**src/rtl/ecb_pkg.sv**
```systemverilog
package ecb_pkg;
  localparam int ADDR_W = 12;

  localparam logic [ADDR_W-1:0] A_CTRL     = 12'h500;
  localparam logic [ADDR_W-1:0] A_ENSET    = 12'h508;
  localparam logic [ADDR_W-1:0] A_ENCLR    = 12'h50C;
  localparam logic [ADDR_W-1:0] A_IESET    = 12'h510;
  localparam logic [ADDR_W-1:0] A_IECLR    = 12'h514;
  localparam logic [ADDR_W-1:0] A_PAIR     = 12'h718;
  localparam logic [ADDR_W-1:0] A_OVS      = 12'h740;
  localparam logic [ADDR_W-1:0] A_EARLY    = 12'h96C;
  localparam logic [ADDR_W-1:0] A_SEL_BASE = 12'h220;
  localparam logic [ADDR_W-1:0] A_CNT_BASE = 12'h420;
  localparam int                STRIDE     = 8;

  localparam int CTRL_RUN_BIT = 0;
  localparam int CTRL_CLR_BIT = 1;

  localparam int SEL_NONE   = 0;
  localparam int SEL_CYCLES = 1;
endpackage

```
**src/rtl/ecb_counter.sv**
```systemverilog
module ecb_counter
  import ecb_pkg::*;
#(
  parameter int CTR_W   = 32,
  parameter int SEL_W   = 8,
  parameter int NUM_EVT = 64
) (
  input  logic               clk,
  input  logic               rst_n,
  input  logic               run,
  input  logic               cnt_en,
  input  logic               clr_all,
  input  logic               wr_cnt,
  input  logic               wr_sel,
  input  logic [CTR_W-1:0]   wdata,
  input  logic [NUM_EVT-1:0] evt_in,
  input  logic               chain_sel,
  input  logic               carry_in,
  input  logic               early_mode,
  output logic [CTR_W-1:0]   cnt_q,
  output logic [SEL_W-1:0]   sel_q,
  output logic               carry_out,
  output logic               ovf_pulse
);
  localparam int IDX_W = $clog2(NUM_EVT);
  localparam logic [CTR_W-1:0] HALF_MAX = {1'b0, {(CTR_W-1){1'b1}}};

  logic evt_hit, inc, take;

  always_comb begin
    if (int'(sel_q) == SEL_NONE)        evt_hit = 1'b0;
    else if (int'(sel_q) == SEL_CYCLES) evt_hit = 1'b1;
    else if (int'(sel_q) < NUM_EVT)     evt_hit = evt_in[sel_q[IDX_W-1:0]];
    else                                evt_hit = 1'b0;
  end

  assign inc       = run & cnt_en & (chain_sel ? carry_in : evt_hit);
  assign take      = inc & ~clr_all & ~wr_cnt;
  assign carry_out = take & (&cnt_q);
  assign ovf_pulse = take & (early_mode ? (cnt_q == HALF_MAX) : (&cnt_q));

  always_ff @(posedge clk or negedge rst_n) begin
    if (!rst_n)       cnt_q <= '0;
    else if (clr_all) cnt_q <= '0;
    else if (wr_cnt)  cnt_q <= wdata;
    else if (take)    cnt_q <= cnt_q + 1'b1;
  end

  always_ff @(posedge clk or negedge rst_n) begin
    if (!rst_n)      sel_q <= '0;
    else if (wr_sel) sel_q <= wdata[SEL_W-1:0];
  end


  wrap_zero_chk: assert property (@(posedge clk) disable iff (!rst_n)
    carry_out |=> (cnt_q == '0));

  sw_write_wins_chk: assert property (@(posedge clk) disable iff (!rst_n)
    (wr_cnt && !clr_all) |=> (cnt_q == $past(wdata)));

  clear_all_chk: assert property (@(posedge clk) disable iff (!rst_n)
    clr_all |=> (cnt_q == '0));
endmodule

```
**src/rtl/ecb_ctrl.sv**
```systemverilog
module ecb_ctrl
  import ecb_pkg::*;
#(
  parameter int NUM_CTR = 8
) (
  input  logic               clk,
  input  logic               rst_n,
  input  logic               reg_wr,
  input  logic [ADDR_W-1:0]  reg_addr,
  input  logic [NUM_CTR-1:0] wmask,
  input  logic [NUM_CTR-1:0] ovf_in,
  output logic               run,
  output logic               clr_all,
  output logic [NUM_CTR-1:0] en_q,
  output logic [NUM_CTR-1:0] ie_q,
  output logic [NUM_CTR-1:0] pair_q,
  output logic [NUM_CTR-1:0] early_q,
  output logic [NUM_CTR-1:0] ovs_q,
  output logic               irq_o
);
  logic [NUM_CTR-1:0] odd_mask;
  logic [NUM_CTR-1:0] ovs_clr;

  always_comb
    for (int i = 0; i < NUM_CTR; i++) odd_mask[i] = (i % 2) == 1;

  assign clr_all = reg_wr && (reg_addr == A_CTRL) && wmask[CTRL_CLR_BIT];
  assign ovs_clr = (reg_wr && reg_addr == A_OVS) ? wmask : '0;

  always_ff @(posedge clk or negedge rst_n) begin
    if (!rst_n) begin
      run     <= 1'b0;
      en_q    <= '0;
      ie_q    <= '0;
      pair_q  <= '0;
      early_q <= '0;
      ovs_q   <= '0;
    end else begin
      ovs_q <= (ovs_q & ~ovs_clr) | ovf_in;
      if (reg_wr) begin
        case (reg_addr)
          A_CTRL:  run     <= wmask[CTRL_RUN_BIT];
          A_ENSET: en_q    <= en_q | wmask;
          A_ENCLR: en_q    <= en_q & ~wmask;
          A_IESET: ie_q    <= ie_q | wmask;
          A_IECLR: ie_q    <= ie_q & ~wmask;
          A_PAIR:  pair_q  <= wmask & odd_mask;
          A_EARLY: early_q <= wmask;
          default: ;
        endcase
      end
    end
  end

  assign irq_o = |(ovs_q & ie_q);


  en_set_chk: assert property (@(posedge clk) disable iff (!rst_n)
    (reg_wr && reg_addr == A_ENSET) |=> ((en_q & $past(wmask)) == $past(wmask)));

  en_clr_chk: assert property (@(posedge clk) disable iff (!rst_n)
    (reg_wr && reg_addr == A_ENCLR) |=> ((en_q & $past(wmask)) == '0));

  ovs_sticky_chk: assert property (@(posedge clk) disable iff (!rst_n)
    (|ovf_in) |=> ((ovs_q & $past(ovf_in)) == $past(ovf_in)));

  run_write_chk: assert property (@(posedge clk) disable iff (!rst_n)
    (reg_wr && reg_addr == A_CTRL) |=> (run == $past(wmask[CTRL_RUN_BIT])));
endmodule

```
**src/rtl/evt_ctr_bank.sv**
```systemverilog
module evt_ctr_bank
  import ecb_pkg::*;
#(
  parameter int NUM_CTR = 8,
  parameter int CTR_W   = 32,
  parameter int SEL_W   = 8,
  parameter int NUM_EVT = 64
) (
  input  logic               clk,
  input  logic               rst_n,
  input  logic [NUM_EVT-1:0] evt_in,
  input  logic               reg_wr,
  input  logic [ADDR_W-1:0]  reg_addr,
  input  logic [CTR_W-1:0]   reg_wdata,
  output logic [CTR_W-1:0]   reg_rdata,
  output logic               irq_o
);
  logic               run, clr_all;
  logic [NUM_CTR-1:0] en_q, ie_q, pair_q, early_q, ovs_q;
  logic [NUM_CTR-1:0] ovf, carry, wr_cnt, wr_sel;
  logic [CTR_W-1:0]   cnt   [NUM_CTR];
  logic [SEL_W-1:0]   sel   [NUM_CTR];
  logic               unused_last_carry;

  assign unused_last_carry = carry[NUM_CTR-1];

  ecb_ctrl #(.NUM_CTR(NUM_CTR)) u_ctrl (
    .clk(clk), .rst_n(rst_n), .reg_wr(reg_wr), .reg_addr(reg_addr),
    .wmask(reg_wdata[NUM_CTR-1:0]), .ovf_in(ovf), .run(run), .clr_all(clr_all),
    .en_q(en_q), .ie_q(ie_q), .pair_q(pair_q), .early_q(early_q),
    .ovs_q(ovs_q), .irq_o(irq_o)
  );

  for (genvar n = 0; n < NUM_CTR; n++) begin : g_ctr
    localparam logic [ADDR_W-1:0] CNT_A = A_CNT_BASE + ADDR_W'(STRIDE * n);
    localparam logic [ADDR_W-1:0] SEL_A = A_SEL_BASE + ADDR_W'(STRIDE * n);
    logic cin;

    assign wr_cnt[n] = reg_wr && (reg_addr == CNT_A);
    assign wr_sel[n] = reg_wr && (reg_addr == SEL_A);

    if (n == 0) begin : g_first
      assign cin = 1'b0;
    end else begin : g_rest
      assign cin = carry[n-1];
    end

    ecb_counter #(.CTR_W(CTR_W), .SEL_W(SEL_W), .NUM_EVT(NUM_EVT)) u_cnt (
      .clk(clk), .rst_n(rst_n), .run(run), .cnt_en(en_q[n]), .clr_all(clr_all),
      .wr_cnt(wr_cnt[n]), .wr_sel(wr_sel[n]), .wdata(reg_wdata), .evt_in(evt_in),
      .chain_sel(pair_q[n]), .carry_in(cin), .early_mode(early_q[n]),
      .cnt_q(cnt[n]), .sel_q(sel[n]), .carry_out(carry[n]), .ovf_pulse(ovf[n])
    );
  end

  always_comb begin
    reg_rdata = '0;
    case (reg_addr)
      A_CTRL:           reg_rdata[CTRL_RUN_BIT] = run;
      A_ENSET, A_ENCLR: reg_rdata = CTR_W'(en_q);
      A_IESET, A_IECLR: reg_rdata = CTR_W'(ie_q);
      A_PAIR:           reg_rdata = CTR_W'(pair_q);
      A_OVS:            reg_rdata = CTR_W'(ovs_q);
      A_EARLY:          reg_rdata = CTR_W'(early_q);
      default: begin
        for (int n = 0; n < NUM_CTR; n++) begin
          if (reg_addr == A_CNT_BASE + ADDR_W'(STRIDE * n)) reg_rdata = cnt[n];
          if (reg_addr == A_SEL_BASE + ADDR_W'(STRIDE * n)) reg_rdata = CTR_W'(sel[n]);
        end
      end
    endcase
  end


  irq_source_chk: assert property (@(posedge clk) disable iff (!rst_n)
    irq_o |-> ((ovs_q & ie_q) != '0));
endmodule

```
**config.mk**
```make
export PLATFORM = sky130hd
export DESIGN_NAME = evt_ctr_bank
export DESIGN_NICKNAME = d
export VERILOG_FILES = /design/src/rtl/ecb_pkg.sv /design/src/rtl/ecb_counter.sv /design/src/rtl/ecb_ctrl.sv /design/src/rtl/evt_ctr_bank.sv
export SDC_FILE = /design/constraint.sdc
export NUM_CORES = 2
export LEC_CHECK = 0
export ABC_AREA = 1
export BUFFER_PORTS_ARGS = -buffer_cell sky130_fd_sc_hd__buf_4
export CORE_AREA = 2 2 285 287
export CTS_BUF_LIST = sky130_fd_sc_hd__clkbuf_8
export DETAILED_ROUTE_END_ITERATION = 7
export DIE_AREA = 0 0 287 289
export PLACE_DENSITY = 0.63
export SETUP_SLACK_MARGIN = 0.4
export SYNTH_ARGS = -nofsm -noshare
export SYNTH_HDL_FRONTEND = slang
export SYNTH_SLANG_ARGS = --single-unit
```
**constraint.sdc**
```tcl
create_clock -name clk -period 2.5 [get_ports clk]
set_input_delay 0.25 -clock clk [delete_from_list [all_inputs] [get_ports clk]]
set_output_delay 0.25 -clock clk [all_outputs]
set_load 0.005 [all_outputs]
```
==> impl_metrics.sql <==
INSERT INTO impl_metrics (metric_group, metric, value, unit) VALUES
('drt', 'postRouteAntennaNets', '0', ''),
('clocking', 'cts_max_level', '3', ''),
('worst_setup_path', 'timing.critical_path.fanout_max', '6', ''),
('cells_and_area', 'multiInputGateArea', '22100', 'um2'),
('global_route', 'grt_pass1_vias', '36165', ''),
('synth', 'synth_warnings', '0', ''),
('worst_setup_path', 'critical_path.startpoint_type', 'primary input', ''),
('synth', 'synth_cell_type_count', '58', ''),
('drt', 'wl_per_cell', '24.6', 'um'),
('global_route', 'grt_pass1_wl', '232000', 'um'),
('global_route', 'grt_antenna_before_repair', '2', ''),
('global_route', 'grtUsageTotal', '36.9', '%'),
('clocking', 'clk_pin_slew_worst_paths', '0.06', 'ns'),
('timing', 'clock_skew', '0.0446', 'ns'),
('clocking', 'clock_sinks', '357', ''),
('timing', 'max-slew-margin-rel', '36.4', '%'),
('hold_path', 'min_path_type', 'primary input to flip-flop', ''),
('cells_and_area', 'drive_above_1_share', '32.1', '%'),
('timing', 'max_slew.worst_pin.slew', '0.945', 'ns'),
('timing', 'minimum_clock_period_after_layout', '2.81', 'ns'),
('worst_setup_path', 'endpoint_kind', 'output pin', ''),
('synth', 'mappedNetlistArea', '30900', 'um2'),
('cells_and_area', 'filler_cell_count', '7390', ''),
('worst_setup_path', 'cp_data_required_time', '2.25', 'ns'),
('worst_setup_path', 'worst-setup-path-type', 'primary input to output pin', ''),
('synth', 'avg_cell_area_syn', '6.27', 'um2'),
('global_route', 'grt_start_max_net_pins', '72', ''),
('placed_design', 'numPortBuffers', '143', ''),
('drt', 'drc_errors', '0', ''),
('floorplanning', 'fp.coreArea', '79900', 'um2'),
('global_route', 'globalRoute.totalOverflow', '0', ''),
('synth', 'synthesis.nets', '5051', ''),
('clocking', 'tritoncts', 'done', ''),
('run', 'total_of_max_cap_violations', '0', ''),
('synth', 'synth_edf_count', '0', ''),
('placed_design', 'detailed_place_hpwl', '111000', 'um'),
('placed_design', 'gp_congestion', '1.05', ''),
('timing', 'finalSetupViolCount', '132', ''),
('power_and_ir_drop', 'post-layout-total-power', '0.0134', 'W'),
('synth', 'post_synth_inst_count', '4932', ''),
('synth', 'ffs_w_async_s_r_synth', '100', '%'),
('floorplanning', 'floorplan.io_pins', '144', ''),
('timing', 'final_max_slew_viol_count', '0', ''),
('cells_and_area', 'sequential_cell_area', '8970', 'um2'),
('outcome', 'violations', 'negative setup slack', ''),
('synth', 'synth.ff_latch_count', '357', ''),
('synth', 'synth-seq-area-share', '28.9', '%'),
('floorplanning', 'floorplan.initialDensity', '38.7', '%'),
('floorplanning', 'fp.dieW', '287', 'um'),
('cells_and_area', 'fin_nets', '5736', ''),
('power_and_ir_drop', 'p_leak', '20.8', 'nW'),
('power_and_ir_drop', 'powerDensity', '296', 'nW/um2'),
('synth', 'dominantRegCellSynth', 'sky130_fd_sc_hd__dfrtp_1', ''),
('floorplanning', 'design.die.area', '82900', 'um2'),
('cells_and_area', 'synthesis_to_layout_area_growth', '46.8', '%'),
('outcome', 'outcome', 'finished, violations left', ''),
('timing', 'final_setup_margin', '-0.313', 'ns'),
('clocking', 'max-clock-path-buffers', '3', ''),
('floorplanning', 'rows', '104', ''),
('timing', 'hold_violations', '0', ''),
('drt', 'postRouteWirelength', '166000', 'um'),
('clocking', 'ctsRootBufferMaster', 'sky130_fd_sc_hd__clkbuf_8', ''),
('timing', 'rsz_0062_raised_after_global_routing', 'yes', ''),
('timing', 'final_min_period_over_clock_period', '113', '%'),
('drt', 'routed_via_density', '6.03', ''),
('drt', 'drt_iter0_markers', '5991', ''),
('drt', 'vias', '40621', ''),
('clocking', 'cts_buffers', '67', ''),
('drt', 'detail_route.first_pass.iterations', '7', ''),
('worst_setup_path', 'timing.critical_path.arrival', '2.56', 'ns'),
('power_and_ir_drop', 'worst_vdd_drop', '0.000360', 'V'),
('clocking', 'skew_pair_late_insertion_delay', '0.70', 'ns'),
('floorplanning', 'chipHeight', '289', 'um'),
('timing', 'max_freq', '356', 'MHz'),
('timing', 'tns', '-23.12', 'ns');
==> per-layer routing <==
layer	wire [um]	up-vias	GRT usage, %
li1	-	18076	-
met1	64200	18996	49.3
met2	69000	2850	55.1
met3	18800	699	6.46
met4	13500	0	23.9
met5	0	-	0
==> where the power goes <==
part	switching, W	leakage, nW	total (W)	internal [W]
Clock	0.00293	0.780	0.00597	0.00303
Combinational	0.00111	15.7	0.00162	0.000505
Sequential	0.0000434	4.32	0.00586	0.00581
Total	0.00409	20.8	0.0134	0.00935
==> path summary, 6_finish.rpt <==
check | from | depth (start not counted) | slack [ns] | to
max | reg_addr[0] | 17 | -0.31 | reg_rdata[13]
min | reg_wdata[16] | 5 | 0.01 | g_ctr[4].u_cnt.cnt_q[16]
max reg2reg | g_ctr[0].u_cnt.cnt_q[1] | 19 | -0.27 | g_ctr[1].u_cnt.cnt_q[15]
min reg2reg | u_ctrl.early_q[1] | 2 | 0.49 | u_ctrl.early_q[1]
max in group asynchronous | rst_n | 3 | 1.67 | g_ctr[4].u_cnt.sel_q[2]
min in group asynchronous | rst_n | 2 | 0.04 | g_ctr[2].u_cnt.cnt_q[28]
==> worst max-delay path: stages <==
cell,delay (ns)
sky130_fd_sc_hd__buf_8,0.11
sky130_fd_sc_hd__inv_4,0.05
sky130_fd_sc_hd__nand2_4,0.07
sky130_fd_sc_hd__nor2_4,0.27
sky130_fd_sc_hd__nand3_2,0.15
sky130_fd_sc_hd__buf_12,0.18
sky130_fd_sc_hd__buf_12,0.14
sky130_fd_sc_hd__buf_8,0.14
sky130_fd_sc_hd__buf_4,0.14
sky130_fd_sc_hd__o22ai_4,0.20
sky130_fd_sc_hd__a21oi_2,0.06
sky130_fd_sc_hd__o21ai_2,0.07
sky130_fd_sc_hd__o21ai_1,0.11
sky130_fd_sc_hd__o211ai_1,0.17
sky130_fd_sc_hd__nand3_1,0.18
sky130_fd_sc_hd__a21oi_2,0.16
sky130_fd_sc_hd__buf_4,0.12
==> cell usage after synthesis, drive strengths merged (4+ instances only) <==
master	number	area (um2)
a211oi	59	443
nor3	112	576
mux2i	6	60.1
nand3b	4	30.0
nand3	442	2250
o31ai	10	75.1
buf	137	751
a21oi	284	1430
a32oi	6	52.6
or2	20	128
o2111ai	12	105
xnor2	14	123
xor2	129	1130
o22ai	58	363
o211ai	125	938
nand4	118	738
clkbuf	154	578
o21ai	467	2340
nor4	39	244
o221ai	4	35.0
clkinv	6	22.5
a31oi	16	100
a22oi	52	390
a221oi	7	61.3
inv	504	1890
ha	8	100
nor2	387	1580
o21a	5	37.5
dfrtp	357	8930
nand2	1362	5190
==> registers in the layout (all words and copies together) (netlist names), named ones only <==
register           cells
g_ctr.u_cnt.cnt_q    256
g_ctr.u_cnt.sel_q     64
u_ctrl.pair_q          4
u_ctrl.run             1
u_ctrl.early_q         8
u_ctrl.ovs_q           8
==> logic make-up (layout without fill, tap and decap cells) <==
kind of cell / count (synthesis) / in the layout / synth area share (%)
mux: 6 / 6 / 0.194
flops: 357 / 357 / 28.9
compound gates: 1128 / 1128 / 21.2
other cells: 0 / 3 / 0
fa+ha+maj: 8 / 8 / 0.324
buf+inv: 801 / 1536 / 10.5
xor+xnor: 143 / 143 / 4.05
simple gates: 2489 / 2490 / 34.8
==> cell type report <==
class / instances / share of cell area [%]
multi-input cells: 3775 / 48.7
inverters: 510 / 4.38
clock buffers: 80 / 2.42
clock inverters: 40 / 0.490
repair buffers: 905 / 21.3
diodes: 3 / 0.0165
well taps: 1060 / 2.92
repair inverters: 1 / 0.0165
flip-flops and latches: 357 / 19.8
==> stage by stage <==
stage          instance area (um2)  setup slack (ns)  util (%)  std cells  hold WS (ns)
6_report                     45400            -0.313      56.8       6731        0.0120
5_1_grt                      45400            -0.432      56.8       6729        0.0581
4_1_cts                      41700            -0.258      52.2       6606      0.000805
3_5_place_dp                 36200            -0.291      45.3       6280         0.152
3_3_place_gp                 36200            -0.284      45.3       6280         0.153
2_1_floorplan                31000             0.307         -       4932       -0.0456
==> layout by cell type, fill, tap and decap left out, drive strengths merged, types with 125 or more instances in the layout <==
cell and n:
dfrtp 357, inv 530, o211ai 125, nand3 442
o21ai 467, xor2 129, a21oi 284, nor2 387
buf 866, nand2 1363
==> timing repair <==
| item | CTS | global route |
|---|---|---|
| hold endpoints to repair | 375 | 0 |
| cloned | 34 | 32 |
| pin swaps | 216 | 269 |
| gates resized for setup | 577 | 657 |
| hold buffers | 14 | 0 |
| endpoints found under the setup margin | 296 | 296 |
| setup buffers | 158 | 90 |
No activity file was read; power rests on OpenSTA's default activity.
